[src/rtl/vc_pkg.sv]
package vc_pkg;
  typedef enum logic [1:0] {
    OP_IDLE = 2'd0,
    OP_FILL = 2'd1,
    OP_SWAP = 2'd2,
    OP_DROP = 2'd3
  } vc_op_e;
endpackage

[src/rtl/vc_match.sv]
module vc_match #(
  parameter int N      = 4,
  parameter int ADDR_W = 26
) (
  input  logic [N-1:0]             ent_valid,
  input  logic [N-1:0][ADDR_W-1:0] ent_tag,
  input  logic [ADDR_W-1:0]        probe,
  output logic [N-1:0]             hit_vec
);
  for (genvar g = 0; g < N; g++) begin : g_cmp
    assign hit_vec[g] = ent_valid[g] && (ent_tag[g] == probe);
  end
endmodule

[src/rtl/vc_lru.sv]
module vc_lru #(
  parameter int N = 4
) (
  input  logic                 clk,
  input  logic                 rst_n,
  input  logic                 touch_en,
  input  logic [$clog2(N)-1:0] touch_idx,
  output logic [$clog2(N)-1:0] lru_idx
);
  localparam int IW = $clog2(N);
  localparam logic [IW-1:0] OLDEST = IW'(N - 1);

  logic [N-1:0][IW-1:0] age;

  always_ff @(posedge clk) begin
    if (!rst_n) begin
      for (int j = 0; j < N; j++) age[j] <= IW'(j);
    end else if (touch_en) begin
      for (int j = 0; j < N; j++) begin
        if (IW'(j) == touch_idx) age[j] <= '0;
        else if (age[j] < age[touch_idx]) age[j] <= age[j] + 1'b1;
      end
    end
  end

  always_comb begin
    lru_idx = '0;
    for (int j = 0; j < N; j++)
      if (age[j] == OLDEST) lru_idx = IW'(j);
  end

  logic [N-1:0] is_oldest;
  for (genvar g = 0; g < N; g++) begin : g_old
    assign is_oldest[g] = (age[g] == OLDEST);
  end


  lru_single_oldest_chk: assert property (@(posedge clk) disable iff (!rst_n)
    $countones(is_oldest) == 1);
endmodule

[src/rtl/vc_wb.sv]
module vc_wb #(
  parameter int ADDR_W = 26,
  parameter int LINE_W = 64
) (
  input  logic              clk,
  input  logic              rst_n,
  input  logic              load,
  input  logic [ADDR_W-1:0] load_addr,
  input  logic [LINE_W-1:0] load_data,
  output logic              wb_valid,
  input  logic              wb_ready,
  output logic [ADDR_W-1:0] wb_addr,
  output logic [LINE_W-1:0] wb_data
);
  always_ff @(posedge clk) begin
    if (!rst_n) begin
      wb_valid <= 1'b0;
    end else if (load) begin
      wb_valid <= 1'b1;
    end else if (wb_ready) begin
      wb_valid <= 1'b0;
    end
  end

  always_ff @(posedge clk) begin
    if (load) begin
      wb_addr <= load_addr;
      wb_data <= load_data;
    end
  end


  wb_hold_stable_chk: assert property (@(posedge clk) disable iff (!rst_n)
    (wb_valid && !wb_ready) |=> (wb_valid && $stable(wb_addr) && $stable(wb_data)));
endmodule

[src/rtl/victim_cache.sv]
module victim_cache #(
  parameter int N      = 4,
  parameter int ADDR_W = 26,
  parameter int LINE_W = 64
) (
  input  logic              clk,
  input  logic              rst_n,
  input  logic              evict_valid,
  output logic              evict_ready,
  input  logic [ADDR_W-1:0] evict_addr,
  input  logic [LINE_W-1:0] evict_data,
  input  logic              evict_dirty,
  input  logic              lookup_valid,
  input  logic [ADDR_W-1:0] lookup_addr,
  input  logic              swap_valid,
  input  logic [ADDR_W-1:0] swap_addr,
  input  logic [LINE_W-1:0] swap_data,
  input  logic              swap_dirty,
  output logic              resp_valid,
  output logic              resp_hit,
  output logic [LINE_W-1:0] resp_data,
  output logic              resp_dirty,
  output logic              wb_valid,
  input  logic              wb_ready,
  output logic [ADDR_W-1:0] wb_addr,
  output logic [LINE_W-1:0] wb_data
);
  import vc_pkg::*;
  localparam int IW = $clog2(N);

  logic [N-1:0]             ent_valid;
  logic [N-1:0]             ent_dirty;
  logic [N-1:0][ADDR_W-1:0] ent_tag;
  logic [N-1:0][LINE_W-1:0] ent_data;

  logic [N-1:0] hit_vec;
  logic         any_hit, any_free, wb_load, touch_en;
  logic [IW-1:0] hit_idx, free_idx, lru_idx, fill_idx, touch_idx;
  vc_op_e       op;

  vc_match #(.N(N), .ADDR_W(ADDR_W)) u_match (
    .ent_valid(ent_valid), .ent_tag(ent_tag), .probe(lookup_addr), .hit_vec(hit_vec)
  );

  vc_lru #(.N(N)) u_lru (
    .clk(clk), .rst_n(rst_n), .touch_en(touch_en), .touch_idx(touch_idx), .lru_idx(lru_idx)
  );

  always_comb begin
    hit_idx  = '0;
    free_idx = '0;
    for (int j = N - 1; j >= 0; j--) begin
      if (hit_vec[j])    hit_idx  = IW'(j);
      if (!ent_valid[j]) free_idx = IW'(j);
    end
  end

  assign any_hit     = |hit_vec;
  assign any_free    = ~&ent_valid;
  assign evict_ready = !wb_valid && !lookup_valid;
  assign fill_idx    = any_free ? free_idx : lru_idx;

  always_comb begin
    if (evict_valid && evict_ready)  op = OP_FILL;
    else if (lookup_valid && any_hit) op = swap_valid ? OP_SWAP : OP_DROP;
    else                              op = OP_IDLE;
  end

  assign wb_load   = (op == OP_FILL) && !any_free && ent_dirty[lru_idx];
  assign touch_en  = (op == OP_FILL) || (op == OP_SWAP);
  assign touch_idx = (op == OP_FILL) ? fill_idx : hit_idx;

  always_ff @(posedge clk) begin
    if (!rst_n) begin
      ent_valid <= '0;
      ent_dirty <= '0;
    end else begin
      case (op)
        OP_FILL: begin
          ent_valid[fill_idx] <= 1'b1;
          ent_dirty[fill_idx] <= evict_dirty;
        end
        OP_SWAP: ent_dirty[hit_idx] <= swap_dirty;
        OP_DROP: ent_valid[hit_idx] <= 1'b0;
        default: ;
      endcase
    end
  end

  always_ff @(posedge clk) begin
    if (op == OP_FILL) begin
      ent_tag[fill_idx]  <= evict_addr;
      ent_data[fill_idx] <= evict_data;
    end else if (op == OP_SWAP) begin
      ent_tag[hit_idx]  <= swap_addr;
      ent_data[hit_idx] <= swap_data;
    end
  end

  always_ff @(posedge clk) begin
    if (!rst_n) begin
      resp_valid <= 1'b0;
      resp_hit   <= 1'b0;
      resp_dirty <= 1'b0;
      resp_data  <= '0;
    end else begin
      resp_valid <= lookup_valid;
      resp_hit   <= lookup_valid && any_hit;
      resp_dirty <= lookup_valid && any_hit && ent_dirty[hit_idx];
      resp_data  <= ent_data[hit_idx];
    end
  end

  vc_wb #(.ADDR_W(ADDR_W), .LINE_W(LINE_W)) u_wb (
    .clk(clk), .rst_n(rst_n), .load(wb_load),
    .load_addr(ent_tag[lru_idx]), .load_data(ent_data[lru_idx]),
    .wb_valid(wb_valid), .wb_ready(wb_ready), .wb_addr(wb_addr), .wb_data(wb_data)
  );


  single_match_chk: assert property (@(posedge clk) disable iff (!rst_n)
    $onehot0(hit_vec));

  resp_follows_probe_chk: assert property (@(posedge clk) disable iff (!rst_n)
    lookup_valid |=> resp_valid);

  resp_dirty_needs_hit_chk: assert property (@(posedge clk) disable iff (!rst_n)
    resp_dirty |-> (resp_hit && resp_valid));

  wb_from_accepted_evict_chk: assert property (@(posedge clk) disable iff (!rst_n)
    $rose(wb_valid) |-> $past(evict_valid && evict_ready));

  no_evict_during_probe_chk: assert property (@(posedge clk) disable iff (!rst_n)
    lookup_valid |-> !evict_ready);
endmodule

[config.mk]
export PLATFORM = sky130hd
export DESIGN_NAME = victim_cache
export DESIGN_NICKNAME = d
export VERILOG_FILES = /design/src/rtl/vc_pkg.sv /design/src/rtl/vc_match.sv /design/src/rtl/vc_lru.sv /design/src/rtl/vc_wb.sv /design/src/rtl/victim_cache.sv
export SDC_FILE = /design/constraint.sdc
export NUM_CORES = 1
export LEC_CHECK = 0
export ABC_AREA = 0
export BUFFER_PORTS_ARGS = -buffer_cell sky130_fd_sc_hd__buf_2
export CORE_MARGIN = 5
export CORE_UTILIZATION = 53
export CTS_BUF_LIST = sky130_fd_sc_hd__clkbuf_16
export CTS_CLUSTER_SIZE = 24
export DETAILED_ROUTE_END_ITERATION = 10
export HOLD_SLACK_MARGIN = 0.1
export PLACE_DENSITY = 0.75
export SYNTH_ARGS = -nofsm -noshare
export SYNTH_HDL_FRONTEND = slang
export SYNTH_SLANG_ARGS = --single-unit
[constraint.sdc]
create_clock -name clk -period 12 [get_ports clk]
set_input_delay 1.2 -clock clk [delete_from_list [all_inputs] [get_ports clk]]
set_output_delay 1.2 -clock clk [all_outputs]
set_load 0.02 [all_outputs]
# Word-level counts from Yosys, hierarchy flattened
# Cells that the tools add are included.
# op_classes
addsub	4
n_mul	0
n_div	0
order_cmp	10
n_eq_ne	13
shift	0
n_mux	62
bitwise	3
n_reduce_logical	29
# ops
operator	count
$bwmux W256	2
$mux W256	2
$bmux W64 S2	2
$demux W64 S2	2
$mux W64	4
$bwmux W104	2
$mux W104	2
$demux W26 S2	2
$eq A26 B26 Y1	4
$mux W26	3
$bmux W26 S2	1
$mux W2	23
$pmux W4 S2	2
$reduce_bool A2 Y1	7
$logic_and A1 B1 Y1	12
$lt A2 B3 Y1 const B	4
$eq A2 B2 Y1 const B	5
$add A2 B1 Y2 const B	4
$bwmux W4	2
$lt A2 B2 Y1	4
$mux W1	8
$reduce_and A2 Y1	4
$and A4 B4 Y4	1
$bmux W1 S2	2
other kinds (13)	17
# totals
ff_bits	534
latchBits	0
ramBits	0
mem_bits_ro	0
elab_cells	142
memories	0

# Longest topological paths before layout
# logic_depth
ltp_word	13
mapped_depth	18
ltp_nobuf	15

# Hierarchy
# A second synthesis with hierarchy kept.
# unflattened
hier_cells	1856
area_unflattened_um2	25705.9
# modules_own_cells
mod	n_inst	cells_each	area_each_um2
victim_cache	1	1515	20863.8
vc_wb	1	93	2743.9
vc_match	1	166	1412.6
vc_lru	1	82	685.7

# Worst setup path before layout
# Ideal clock, no wire load.
# synth_path
kind	input port to flip-flop
startpoint	input port lookup_addr[5]
endpoint	register u_wb.wb_addr[0], enable pin
setup_ps	651
arrival_time_ps	9533
t_required_ps	11349
path_slack_ps	1815
cell_stages	12
n_path_buf	2
cell_sequence	buf_2 xnor2_1 nand4_1 or4_1 a2bb2oi_1 a311oi_1 a21oi_1 inv_2 ha_1 clkbuf_1 nand3_1 nor3_1
# synth_between
elab_chain_cells	9
elab_cells_between_ends	15
classes_between	eq/ne: 5; mux: 2; reduce/logical: 8
# synth_lines
item	line_no	rtl
from (decl)	victim_cache.sv:14	input logic [ADDR_W-1:0] lookup_addr,
$eq A26 B26 Y1	vc_match.sv:11	assign hit_vec[g] = ent_valid[g] && (ent_tag[g] == probe);
$logic_and A1 B1 Y1	vc_match.sv:11	
$reduce_or A4 Y1 (*)	victim_cache.sv:58	assign any_hit = |hit_vec;
$logic_and A1 B1 Y1 (*)	victim_cache.sv:65	else if (lookup_valid && any_hit) op = swap_valid ? OP_SWAP : OP_DROP;
$mux W2 (*)	victim_cache.sv:65	
$mux W2 (*)	victim_cache.sv:64	if (evict_valid && evict_ready) op = OP_FILL;
$eq A2 B1 Y1 (*)	victim_cache.sv:69	assign wb_load = (op == OP_FILL) && !any_free && ent_dirty[lru_idx];
$logic_and A1 B1 Y1 (*) (2 in a row)	victim_cache.sv:69	
named net u_wb.load	vc_wb.sv:7	input logic load,
to (signal assigned)	vc_wb.sv:27	wb_addr <= load_addr;
to (decl)	vc_wb.sv:12	output logic [ADDR_W-1:0] wb_addr,
# Mark *: on every way through the listed nets, which the timed path passes. The rest lies on a longest branch.
# A chain may end at the register's enable or synchronous reset.

# Final worst setup path
# layout_path
startpoint	input port lookup_addr[24]
endpoint	register ent_tag[56] in the netlist's numbering, enable pin
# layout_between
elab_chain_cells	8
elab_cells_between_ends	15
classes_between	eq/ne: 6; mux: 2; reduce/logical: 7
# layout_lines
item	line_no	rtl
$eq A26 B26 Y1	vc_match.sv:11	
$logic_and A1 B1 Y1	vc_match.sv:11	
$reduce_or A4 Y1 (*)	victim_cache.sv:58	
$logic_and A1 B1 Y1 (*)	victim_cache.sv:65	
$mux W2 (*)	victim_cache.sv:65	
$mux W2 (*)	victim_cache.sv:64	
$eq A2 B1 Y1 or $eq A2 B2 Y1 (tied branches)	victim_cache.sv:91, victim_cache.sv:94	
$reduce_bool A2 Y1 (no line) (*)	--	
to (signal, indexed assignment)	victim_cache.sv:92	ent_tag[fill_idx] <= evict_addr;
to (signal, indexed assignment)	victim_cache.sv:95	ent_tag[hit_idx] <= swap_addr;
to (decl)	victim_cache.sv:33	logic [N-1:0][ADDR_W-1:0] ent_tag;
# Mark *: on every way between the ends. The rest lies on a longest branch, timed or not.

==> results.json <==
{
  "final_nets": 2660,
  "num_vias": 20700,
  "cts.sinks": 534,
  "max_freq_mhz": 133,
  "drc": 0,
  "hold_path.class": "flop to flop",
  "io_pins": 373,
  "insertion_delay_ns": 0.62,
  "fin_skew_ns": 0.0188,
  "grtUsageTotal": 0.306,
  "drv_cap": 0,
  "numCtsBuffers": 55,
  "required_ns": 12.23,
  "setup_violations": 0,
  "cts_root_buffer": "clkbuf_16",
  "wire_per_inst_um": 27.1,
  "avgSynthCellArea_um2": 12.0,
  "die_y_um": 232,
  "clk_path_buf_depth": 3,
  "worstPathArrival_ns": 7.74,
  "synth_flop_cell": "edfxtp_1",
  "worstPathMaxFanout": 59,
  "final.setup.tns_ns": 0,
  "synth_fp_nets": 2382,
  "outcome": "finished clean",
  "maxSlewViolCount": 0,
  "drt_first_pass_iters": 6,
  "powerDensity_nw_per_um2": 137,
  "worst_pin_slew_ns": 1.34,
  "via_per_inst": 6.53,
  "ant_nets": 0,
  "grt_first_pass_wirelength_um": 126000,
  "multi_input_area_um2": 10200,
  "synth_area_um2": 26000,
  "ys_seq_elements": 534,
  "ys_types": 72,
  "final.setup.worst_slack_ns": 4.50,
  "core_um2": 48700,
  "post-cts-setup-buffer-count": 0,
  "num_rows": 81,
  "layout-drive-gt1-share": 0.208,
  "cts_resized": 0,
  "cts_tree": "built",
  "cts.htree.levels": 2,
  "cts.clk_slew.worst_paths_ns": 0.06,
  "finalHoldViolations": 0,
  "regArea_um2": 15200,
  "antenna_found_initial": 25,
  "port-buffer-count": 372,
  "num-fill-cells": 3799,
  "netlist_instances": 2162,
  "crit_type": "primary input to flop",
  "place.detailed.hpwl_um": 54000,
  "min_period_ns": 7.50,
  "worstSetupEndpointType": "flop",
  "gp_congestion": 1.01,
  "rsz0062_at_grt": "false",
  "seq_area_frac_synth": 0.584,
  "overflow": 0,
  "dieArea_um2": 53600,
  "yosys_warnings": 0,
  "period_share": 0.625,
  "synth-async-reset-ratio": 0,
  "synth-edff-count": 450,
  "power.leakage_nw": 11.2,
  "totalWireLength_um": 85700,
  "p_total_w": 0.00415,
  "grt_max_degree": 75,
  "slew_headroom": 0.104,
  "drt_iter0_markers": 2574,
  "fp.dieW_um": 232,
  "initial_utilization": 0.534,
  "area_growth_pct": 16.2,
  "ir_drop_mv": 0.113,
  "cts_hold_buf": 0,
  "startpoint_type": "primary input",
  "place_ws_ns": 4.01,
  "grt_pass1_vias": 20200
}
==> per-layer routing <==
layer  wire (um)  track usage  part of all wire  up-vias
met5         143            0            0.0017        -
met4        2740        0.110             0.032       22
met3        8630       0.0613              0.10      223
met2       40700        0.496              0.48     1281
met1       33400        0.415              0.39    10200
li1            -            -                 -     8981
==> power by group <==
part,switching (W),internal (W)
sequential,0.0000164,0.00202
combinational,0.000210,0.000134
clock,0.000733,0.00103
==> final timing paths <==
check | depth (start not counted) | slack, ns | to | from
setup / recovery | 14 | 4.50 | ent_tag[56] | lookup_addr[24]
hold / removal | 1 | 0.50 | ent_dirty[3] | ent_dirty[3]
setup reg to reg | 13 | 4.83 | ent_tag[56] | ent_tag[24]
hold reg to reg | 1 | 0.50 | ent_dirty[3] | ent_dirty[3]
==> placed cells by master, fill, tap and decap left out, drive strengths merged, types with 3 or more instances in the layout <==
cell type and count:
diode 13, a31oi 4, nor2 121, mux2i 94, xor2 33, mux2 64
clkbuf 57, a311oi 6, nor4 18, buf 402, o21ai 104, o21a 4
o211a 3, a22oi 64, ha 6, bufinv 8, nor3 7, nand3 6
dfxtp 84, xnor2 78, and4 5, nor3b 3, a211oi 7, nand4 37
clkinv 19, inv 35, a21oi 176, and2 3, a22o 360, nand2 179
or4 5, edfxtp 450, or3 4, and3 4
==> critical path, stage by stage <==
cell and delay (ns):
buf_2 0.16, xnor2_1 0.34, nand4_1 0.16, nor4_2 0.74
nand2_1 0.35, a311oi_1 0.48, a21oi_1 0.15, inv_2 0.17
ha_1 0.44, inv_1 0.30, nor2_4 1.03, nor2_1 0.29
nor2_4 0.92, buf_4 0.88
==> area by class of cell <==
cell class | count | share of cell area
Inverter | 16 | 0.00203
Timing Repair Buffer | 402 | 0.0690
Multi-Input combinational cell | 1431 | 0.337
Antenna cell | 13 | 0.00108
Clock inverter | 47 | 0.0144
Tap cell | 664 | 0.0275
Clock buffer | 57 | 0.0471
Sequential cell | 534 | 0.502
==> logic make-up (layout without fill, tap and decap cells) <==
family,Yosys count,after routing,share of synthesized area
adders and majority gates,8,8,0.00370
other,0,13,0
DFF,534,534,0.584
xor gates and xnor gates,111,111,0.0385
and+or+nand+nor,402,402,0.0706
AOI/OAI and AO/OA,752,752,0.209
buffers and inverters,197,522,0.0307
muxes,158,158,0.0638
==> synthesized netlist by cell type (13+ instances only) <==
| cell | instances | area, um2 |
|---|---|---|
| mux2i_1 | 94 | 941 |
| a22oi_1 | 64 | 480 |
| buf_2 | 23 | 115 |
| nand4_1 | 37 | 231 |
| a21oi_1 | 176 | 881 |
| dfxtp_1 | 84 | 1680 |
| edfxtp_1 | 450 | 13500 |
| buf_1 | 17 | 63.8 |
| xor2_1 | 33 | 289 |
| nand2_1 | 179 | 672 |
| mux2_1 | 64 | 721 |
| nor4_1 | 15 | 93.8 |
| a22o_1 | 360 | 3150 |
| o21ai_0 | 100 | 500 |
| nor2_1 | 121 | 454 |
| xnor2_1 | 74 | 648 |
| clkbuf_1 | 137 | 514 |
| inv_1 | 13 | 48.8 |
==> state kept, by name, indices dropped and copies added (netlist names) <==
| name | flops |
|---|---|
| ent_tag | 104 |
| u_wb.wb_data | 64 |
| ent_dirty | 4 |
| ent_data | 256 |
| resp_data | 64 |
| u_lru.age | 8 |
| u_wb.wb_addr | 26 |
| resp_dirty | 1 |
| ent_valid | 4 |
| u_wb.wb_valid | 1 |
| resp_valid | 1 |
| resp_hit | 1 |
==> through the flow <==
step / instances / hold slack (ns) / cell area (um2) / utilization
after floorplan: 2162 / 0.455 / 26000 / -
after global placement: 3047 / 0.475 / 28400 / 0.582
after detailed placement: 3047 / 0.487 / 28400 / 0.582
after CTS: 3151 / 0.502 / 30200 / 0.620
after global routing: 3162 / 0.536 / 30300 / 0.621
final: 3164 / 0.504 / 30300 / 0.621
(Power assumes the default switching activity.)
